--- src/rtl/hblk_pkg.sv ---
package hblk_pkg;
  typedef enum logic [1:0] {
    ST_IDLE  = 2'd0,
    ST_EXT   = 2'd1,
    ST_BLANK = 2'd2
  } bstate_e;

  // saturating increment used by the blanking offset counter
  function automatic logic [7:0] sat_inc8(input logic [7:0] v, input logic [7:0] lim);
    return (v >= lim) ? lim : v + 8'd1;
  endfunction
endpackage

--- src/rtl/hblk_seq.sv ---
module hblk_seq
  import hblk_pkg::*;
#(
  parameter int unsigned POS_W = 5,
  parameter int unsigned LEN_W = 9
) (
  input  logic               clk,
  input  logic               rst,
  input  logic               hd,
  input  logic               mask_pol,
  input  logic               pulse_en,
  input  logic               ext_en,
  input  logic               retime_en,
  input  logic [2*POS_W-1:0] pulse_pos,
  input  logic [LEN_W-1:0]   ext_len,
  output logic               gate_raw,
  output logic               lvl_raw,
  output logic               retime_lat,
  output logic               hblk,
  output logic               suspend
);
  localparam int unsigned OFF_W = POS_W + 1;
  localparam logic [7:0]  OFF_MAX = 8'((1 << OFF_W) - 1);

  bstate_e              st;
  logic [LEN_W-1:0]     cnt;
  logic [OFF_W-1:0]     off;
  logic                 mask_lat, pulse_lat;
  logic [2*POS_W-1:0]   pos_lat;
  logic                 start_ev, ext_req, pulse_hit;

  function automatic logic hit(input logic [OFF_W-1:0] o, input logic [2*POS_W-1:0] p);
    return (o == {1'b0, p[POS_W-1:0]}) || (o == {1'b0, p[2*POS_W-1:POS_W]});
  endfunction

  assign start_ev = (st == ST_IDLE) && !hd;
  assign ext_req  = ext_en && (ext_len != '0);

  always_ff @(posedge clk) begin
    if (rst) begin
      st         <= ST_IDLE;
      cnt        <= '0;
      off        <= '0;
      mask_lat   <= 1'b0;
      pulse_lat  <= 1'b0;
      retime_lat <= 1'b0;
      pos_lat    <= '0;
    end else begin
      unique case (st)
        ST_IDLE: if (start_ev) begin
          mask_lat   <= mask_pol;
          pulse_lat  <= pulse_en;
          retime_lat <= retime_en;
          pos_lat    <= pulse_pos;
          off        <= '0;
          if (ext_req) begin
            st  <= ST_EXT;
            cnt <= ext_len;
          end else begin
            st <= ST_BLANK;
          end
        end
        ST_EXT: begin
          cnt <= cnt - 1'b1;
          if (cnt == LEN_W'(1)) st <= ST_BLANK;
        end
        ST_BLANK: begin
          if (hd) st <= ST_IDLE;
          else    off <= OFF_W'(sat_inc8(8'(off), OFF_MAX));
        end
        default: st <= ST_IDLE;
      endcase
    end
  end

  assign pulse_hit = (st == ST_BLANK) && pulse_lat && hit(off, pos_lat);
  assign gate_raw  = (st != ST_IDLE);
  assign lvl_raw   = pulse_hit ? ~mask_lat : mask_lat;
  assign hblk      = (st == ST_IDLE);
  assign suspend   = (st == ST_EXT);
endmodule

--- src/rtl/h1_shaper.sv ---
module h1_shaper (
  input  logic clk,
  input  logic rst,
  input  logic mask_pol,
  input  logic gate_raw,
  input  logic lvl_raw,
  input  logic retime_lat,
  output logic gate_eff,
  output logic lvl_eff,
  output logic ph
);
  logic gate_q, lvl_q;

  always_ff @(posedge clk) begin
    if (rst) begin
      ph     <= mask_pol;
      gate_q <= 1'b0;
      lvl_q  <= 1'b0;
    end else begin
      ph     <= ~ph;
      gate_q <= gate_raw;
      lvl_q  <= lvl_raw;
    end
  end

  assign gate_eff = retime_lat ? gate_q : gate_raw;
  assign lvl_eff  = retime_lat ? lvl_q  : lvl_raw;
endmodule

--- src/rtl/hblk_gen.sv ---
module hblk_gen #(
  parameter int unsigned POS_W = 5,
  parameter int unsigned LEN_W = 9
) (
  input  logic               clk,
  input  logic               rst,
  input  logic               hd,
  input  logic               mask_pol,
  input  logic               pulse_en,
  input  logic               ext_en,
  input  logic               retime_en,
  input  logic [2*POS_W-1:0] pulse_pos,
  input  logic [LEN_W-1:0]   ext_len,
  output logic               h1,
  output logic               h2,
  output logic               hblk,
  output logic               suspend
);
  logic gate_raw, lvl_raw, retime_lat;
  logic gate_eff, lvl_eff, ph;

  hblk_seq #(.POS_W(POS_W), .LEN_W(LEN_W)) u_seq (
    .clk(clk), .rst(rst), .hd(hd), .mask_pol(mask_pol), .pulse_en(pulse_en),
    .ext_en(ext_en), .retime_en(retime_en), .pulse_pos(pulse_pos), .ext_len(ext_len),
    .gate_raw(gate_raw), .lvl_raw(lvl_raw), .retime_lat(retime_lat),
    .hblk(hblk), .suspend(suspend)
  );

  h1_shaper u_shape (
    .clk(clk), .rst(rst), .mask_pol(mask_pol), .gate_raw(gate_raw),
    .lvl_raw(lvl_raw), .retime_lat(retime_lat),
    .gate_eff(gate_eff), .lvl_eff(lvl_eff), .ph(ph)
  );

  // while reset holds, the shaper gate is low and ph tracks mask_pol
  assign h1 = gate_eff ? lvl_eff : ph;
  assign h2 = ~h1;
endmodule

--- config.mk ---
export PLATFORM = sky130hd
export DESIGN_NAME = hblk_gen
export DESIGN_NICKNAME = d
export VERILOG_FILES = /design/src/rtl/hblk_pkg.sv /design/src/rtl/hblk_seq.sv /design/src/rtl/h1_shaper.sv /design/src/rtl/hblk_gen.sv
export SDC_FILE = /design/constraint.sdc
export NUM_CORES = 1
export LEC_CHECK = 0
export ABC_AREA = 0
export CAP_MARGIN = 25
export CORE_ASPECT_RATIO = 0.6
export CORE_MARGIN = 2
export CORE_UTILIZATION = 50
export CTS_CLUSTER_DIAMETER = 200
export DETAILED_ROUTE_END_ITERATION = 8
export GPL_ROUTABILITY_DRIVEN = 0
export HOLD_SLACK_MARGIN = 0.1
export PLACE_DENSITY = 0.83
export SKIP_CTS_REPAIR_TIMING = 1
export SYNTH_ARGS = -nofsm -noshare
export SYNTH_HDL_FRONTEND = slang
export SYNTH_SLANG_ARGS = --single-unit
--- constraint.sdc ---
create_clock -name clk -period 2.45 [get_ports clk]
set_input_delay 0.6125 -clock clk [delete_from_list [all_inputs] [get_ports clk]]
set_output_delay 0.6125 -clock clk [all_outputs]
set_load 0.05 [all_outputs]
* Word-level counts from Yosys, hierarchy flattened
Cells that the tools add are included.
** Storage, ports and cells
- Output and inout bits :: 4
- Input bits :: 26
- Word-level logic and storage cells :: 58
- Register bits :: 33
** Cells by class
- Reductions and logical operators :: 15
- Mux-type cells :: 17
- Eq/ne operators :: 10
- Magnitude comparators :: 1
- $add $sub $neg :: 2
- Bitwise logic cells :: 3
** Operators with widths (count)
- 6-bit 2-to-1 mux :: 3
- 9-bit 2-to-1 mux :: 2
- 9-bit case mux with 2 select lines :: 1
- 6-bit by 5-bit equality test with 1-bit output :: 2
- 6-bit case mux with 2 select lines :: 1
- 9-bit by 1-bit equality test with 1-bit output (second input constant) :: 1
- 3-bit AND reduction :: 3
- 9-bit nonzero test :: 1
- 9-bit by 1-bit subtractor with 9-bit output (second input constant) :: 1
- 2-bit 2-to-1 mux :: 4
- 6-bit by 1-bit adder with 6-bit output (second input constant) :: 1
- 6-bit >= comparator (second input constant) :: 1
- 2-bit by 1-bit inequality test with 1-bit output (second input constant) :: 3
- 2-bit case mux with 3 select lines :: 1
- 2-bit nonzero test :: 3
- 1-bit 2-to-1 mux :: 5
- 1-bit logical AND :: 4
- 2-bit inequality test (second input constant) :: 2
- 1-bit inverter :: 3
- 2-bit by 1-bit equality test with 1-bit output (second input constant) :: 1
- 2-bit equality test (second input constant) :: 1
- 2-bit zero test :: 1
- 2-bit AND reduction :: 1
- 1-bit zero test :: 1
- 1-bit logical OR :: 1

* Depth between registers and ports, before layout
- Word-level depth :: 7
- Mapped depth :: 7
- Gate-level depth less buffers :: 7

* Cells and area by module
Synthesis repeated with hierarchy kept, for this count alone.
** Unflattened totals
- Cell total of the unflattened synthesis :: 205
- Area total of the unflattened synthesis :: 1674.1 um2
** By module, submodules not included
- hblk_seq :: times used 1, seq. area each 600.6 um2, area each 1537.7 um2, cells an instance 194
- h1_shaper :: times used 1, seq. area each 60.1 um2, area each 111.4 um2, cells an instance 9
- hblk_gen :: times used 1, seq. area each 0.0 um2, area each 25.0 um2, cells an instance 2

* Least setup slack after synthesis
Ideal clock, no wire load.
- Path type :: flip-flop to output port
- Start point :: register u_seq.st[1]
- End point :: output h1
- Stages on the path, launching flop included :: 7
- Slack :: 61 ps
- Data arrival time :: 1776 ps
- Required time :: 1837 ps
- Path buffers :: 1
- Cells stage by stage :: dfxtp_1 buf_6 or2_4 inv_1 nor3b_1 mux2i_1 and2_1
** Between the ends
- Cells in the longest elaborated chain, start to end :: 6
- Elaborated cells between the ends (all ways) :: 8
- Those cells by class :: eq/ne: 1; mux: 4; reduce/logical: 3
** Ends and longest elaborated chain
- start: declaration :: line hblk_seq.sv:25 : bstate_e st;
- start signal: assignment :: line hblk_seq.sv:41 : st <= ST_IDLE;
- start signal: assignment :: line hblk_seq.sv:57 : st <= ST_EXT;
- start signal: assignment :: line hblk_seq.sv:60 : st <= ST_BLANK;
- 2-bit equality test :: line hblk_seq.sv:76 : assign pulse_hit = (st == ST_BLANK) && pulse_lat && hit(off, pos_lat);
- 1-bit logical AND (2 in series) :: line hblk_seq.sv:76
- 1-bit 2-to-1 mux :: line hblk_seq.sv:78 : assign lvl_raw = pulse_hit ? ~mask_lat : mask_lat;
- 1-bit 2-to-1 mux :: line h1_shaper.sv:27 : assign lvl_eff = retime_lat ? lvl_q : lvl_raw;
- 1-bit 2-to-1 mux (*) :: line hblk_gen.sv:36 : assign h1 = gate_eff ? lvl_eff : ph;
- end: declaration :: line hblk_gen.sv:14 : output logic h1,
Mark *: on every way between the ends. The rest lies on a longest branch, timed or not.

* Worst setup path after layout
- Start point :: register u_seq.off[5]
- End point :: output h1
** Between the ends
- Cells in the longest elaborated chain, start to end :: 6
- Elaborated cells between the ends (all ways) :: 7
- Those cells by class :: eq/ne: 2; mux: 3; reduce/logical: 2
** Ends and longest elaborated chain
- start: declaration :: line hblk_seq.sv:27 : logic [OFF_W-1:0] off;
- start signal: assignment :: line hblk_seq.sv:69 : else off <= OFF_W'(sat_inc8(8'(off), OFF_MAX));
- 6-bit by 5-bit equality test with 1-bit output :: line hblk_seq.sv:33 : return (o == {1'b0, p[POS_W-1:0]}) || (o == {1'b0, p[2*POS_W-1:POS_W]});
- 1-bit logical OR (*) :: line hblk_seq.sv:33
- 1-bit logical AND (*) :: line hblk_seq.sv:76
- 1-bit 2-to-1 mux (*) :: line hblk_seq.sv:78
- 1-bit 2-to-1 mux (*) :: line h1_shaper.sv:27
- 1-bit 2-to-1 mux (*) :: line hblk_gen.sv:36
Marks and branches as above.

==> results_dict.tcl <==
set metrics [dict create \
    design.core.area_um2 3303 \
    rsz0062_at_grt "true" \
    drt.antenna.violating_nets 0 \
    timing.rr.start "u_seq.st[1]" \
    grt.overflow.total 0 \
    synth-main-ff-cell "dfxtp_1" \
    grt_max_degree 34 \
    yosys-top-cells-count "36 x nand2_1, 33 x dfxtp_1, 25 x a21oi_1" \
    synth_edf_count 0 \
    dp_hpwl_um 3031 \
    synth_largest_area_cell "dfxtp_1" \
    synth_top_area_share_pct 37.82 \
    drcViolationCount 0 \
    hold_viol_final 0 \
    layout.nets 276 \
    tritoncts "yes" \
    setup_viol 2 \
    skew_ns 0.003459 \
    fmax_mhz 382.9 \
    cp-end-kind "output port" \
    power.density_nw_per_um2 670.7 \
    cts_root_buf "clkbuf_8" \
    synth.most_common_cell "nand2_1" \
    layout-drive-gt1-share_pct 14.92 \
    first_pass_iters 4 \
    async_flop_share_pct 0 \
    antennaDiodeCount 0 \
    syn2layout_area_growth_pct 27.87 \
    syn-cell-area_um2 1747 \
    syn_area_per_cell_um2 8.162 \
    required_ns 1.84 \
    start_util_pct 52.88 \
    fin_ws_ns -0.1620 \
    tightest_slew_ns 0.5195 \
    hold_class "reg -> reg" \
    r2r_cells 6 \
    fin_crit_sh_pct 106.6 \
    io_pins 30 \
    hold_ws_ns 0.4752 \
    wl_per_cell_um 15.07 \
    clock_path_buffers 2 \
    dieArea_um2 3998 \
    startpoint_type "register" \
    cts_buffers 5 \
    p_leak_nw 0.8256 \
    irDropWorstVdd_uv 394.6 \
    rows 16 \
    cap_violations 0 \
    syn-num-nets 243 \
    portBuffers 29 \
    status "finished, violations left" \
    synth_seq_cells 33 \
    die_h_um 49.78 \
    synth_cell_types 46 \
    finalCriticalPeriod_ns 2.612 \
    ys_top_cells_by_area "dfxtp_1 38%, nand2_1 7.7%, a21oi_1 7.2%, xnor2_1 5.5%, nor2_1 3.0%" \
    wirelength_um 4415 \
    cts_max_level 2 \
    cp-startpoint "u_seq.off[5]" \
    pre_cts_ws_ns 0.1012 \
    via_count 1625 \
    grt_pass1_vias 1444 \
    drt_iter0_markers 146 \
    grt_usage_pct 23.46 \
    crit_end "h1" \
    antenna_found_initial 0 \
    violations "setup timing" \
    rrSetupSlack_ns 0.83 \
    vias_per_cell 5.546 \
    maxSlewHeadroom_pct 65.33 \
    synth_seq_area_share_pct 37.82 \
    clkSinkCount 33 \
    clk_latency_ns 0.29 \
    grt_first_pass_wirelength_um 7093 \
    reg2reg_to "u_seq.cnt[6]" \
    synth-warning-count 0 \
    netlist_instances 214 \
    critical_path.max_fanout 2 \
    cts.clk_slew.worst_paths_ns 0.07 \
    fp.dieW_um 80.31 \
    finalMaxSlewViolations 0 \
    whs_path_depth 2 \
    crit_type "reg -> out" \
    worstPathArrival_ns 2.00 \
]
[cell usage in the layout, fill, tap and decap left out, types with 3 or more instances in the layout]
cell             instances
ha_1                     3
clkdlybuf4s50_1         25
dfxtp_2                  4
dfxtp_1                 29
clkbuf_8                 6
buf_4                    9
nor3_1                   7
a31oi_1                  3
and3_1                   4
a21oi_1                 25
inv_1                    8
nand3_1                  6
o21ai_0                  7
nand2_1                 36
xnor2_1                 11
a211oi_1                 6
nor2_1                  14
[per-layer routing]
metal | vias to the layer above | wire [um] | global-route usage [%]
met5 | - | 0 | 0
met4 | 0 | 48 | 8.475
met3 | 5 | 393 | 7.509
met2 | 60 | 1732 | 29.03
met1 | 736 | 2241 | 36.70
li1 | 824 | - | -
[per-stage QoR]
| stage | setup TNS, ns | instance area (um^2) | total power, mW | instances | utilization [%] |
|---|---|---|---|---|---|
| global placement | 0 | 2068 | 0.9425 | 281 | 62.61 |
| detailed placement | 0 | 2068 | 0.9490 | 281 | 62.61 |
| finish | -0.2562 | 2233 | 1.498 | 293 | 67.61 |
| floorplan | 0 | 1747 | 0.8313 | 214 | - |
| CTS | -0.3436 | 2188 | 1.493 | 289 | 66.25 |
| global route | -0.4510 | 2233 | 1.565 | 293 | 67.61 |
[how the worst min path moves through the flow]
| stage | start | endpoint |
|---|---|---|
| after floorplan | u_seq.pulse_lat | u_seq.pulse_lat |
| after global placement | u_seq.pulse_lat | u_seq.pulse_lat |
| after detailed placement | u_seq.pulse_lat | u_seq.pulse_lat |
| after CTS | u_seq.pos_lat[5] | u_seq.pos_lat[5] |
| after global routing | u_seq.pos_lat[7] | u_seq.pos_lat[7] |
| final | u_seq.pos_lat[1] | u_seq.pos_lat[1] |
[report_power, final]
group	switching (mW)	internal [mW]	total [mW]	leakage, nW
Combinational	0.189	0.154	0.342	0.496
Clock	0.214	0.331	0.545	0.0574
Sequential	0.0370	0.574	0.611	0.273
Total	0.440	1.06	1.50	0.826
[area by class of cell]
cell class                      count  area, um^2
Clock inverter                      2       37.54
Multi-Input combinational cell    162        1008
Inverter                            9       33.78
Timing Repair Buffer               36       349.1
Sequential cell                    33       665.6
Tap cell                           45       56.30
Fill cell                         295        1070
Clock buffer                        6       82.58
[critical path, stage by stage (launching register included)]
cell,delay [ns]
dfxtp_2,0.33
and4bb_1,0.32
nand4_2,0.11
o32ai_4,0.30
mux2i_2,0.31
and2_4,0.20
buf_12,0.13
[kinds of logic (layout without fill, tap and decap cells)]
group	Yosys count	count (layout)	synth area share, %
compound gates	55	55	20.41
xor+xnor	13	13	6.519
fa+ha+maj	3	3	2.149
buf+inv	19	53	4.799
flops	33	33	37.82
mux	3	3	1.719
simple gates	88	88	26.58
[sequential cells by signal (all words and copies together) (netlist names), 2 cells and up]
signal         flops
u_seq.off          6
u_seq.st           2
u_seq.pos_lat     10
u_seq.cnt          9
(Power assumes the default switching activity.)
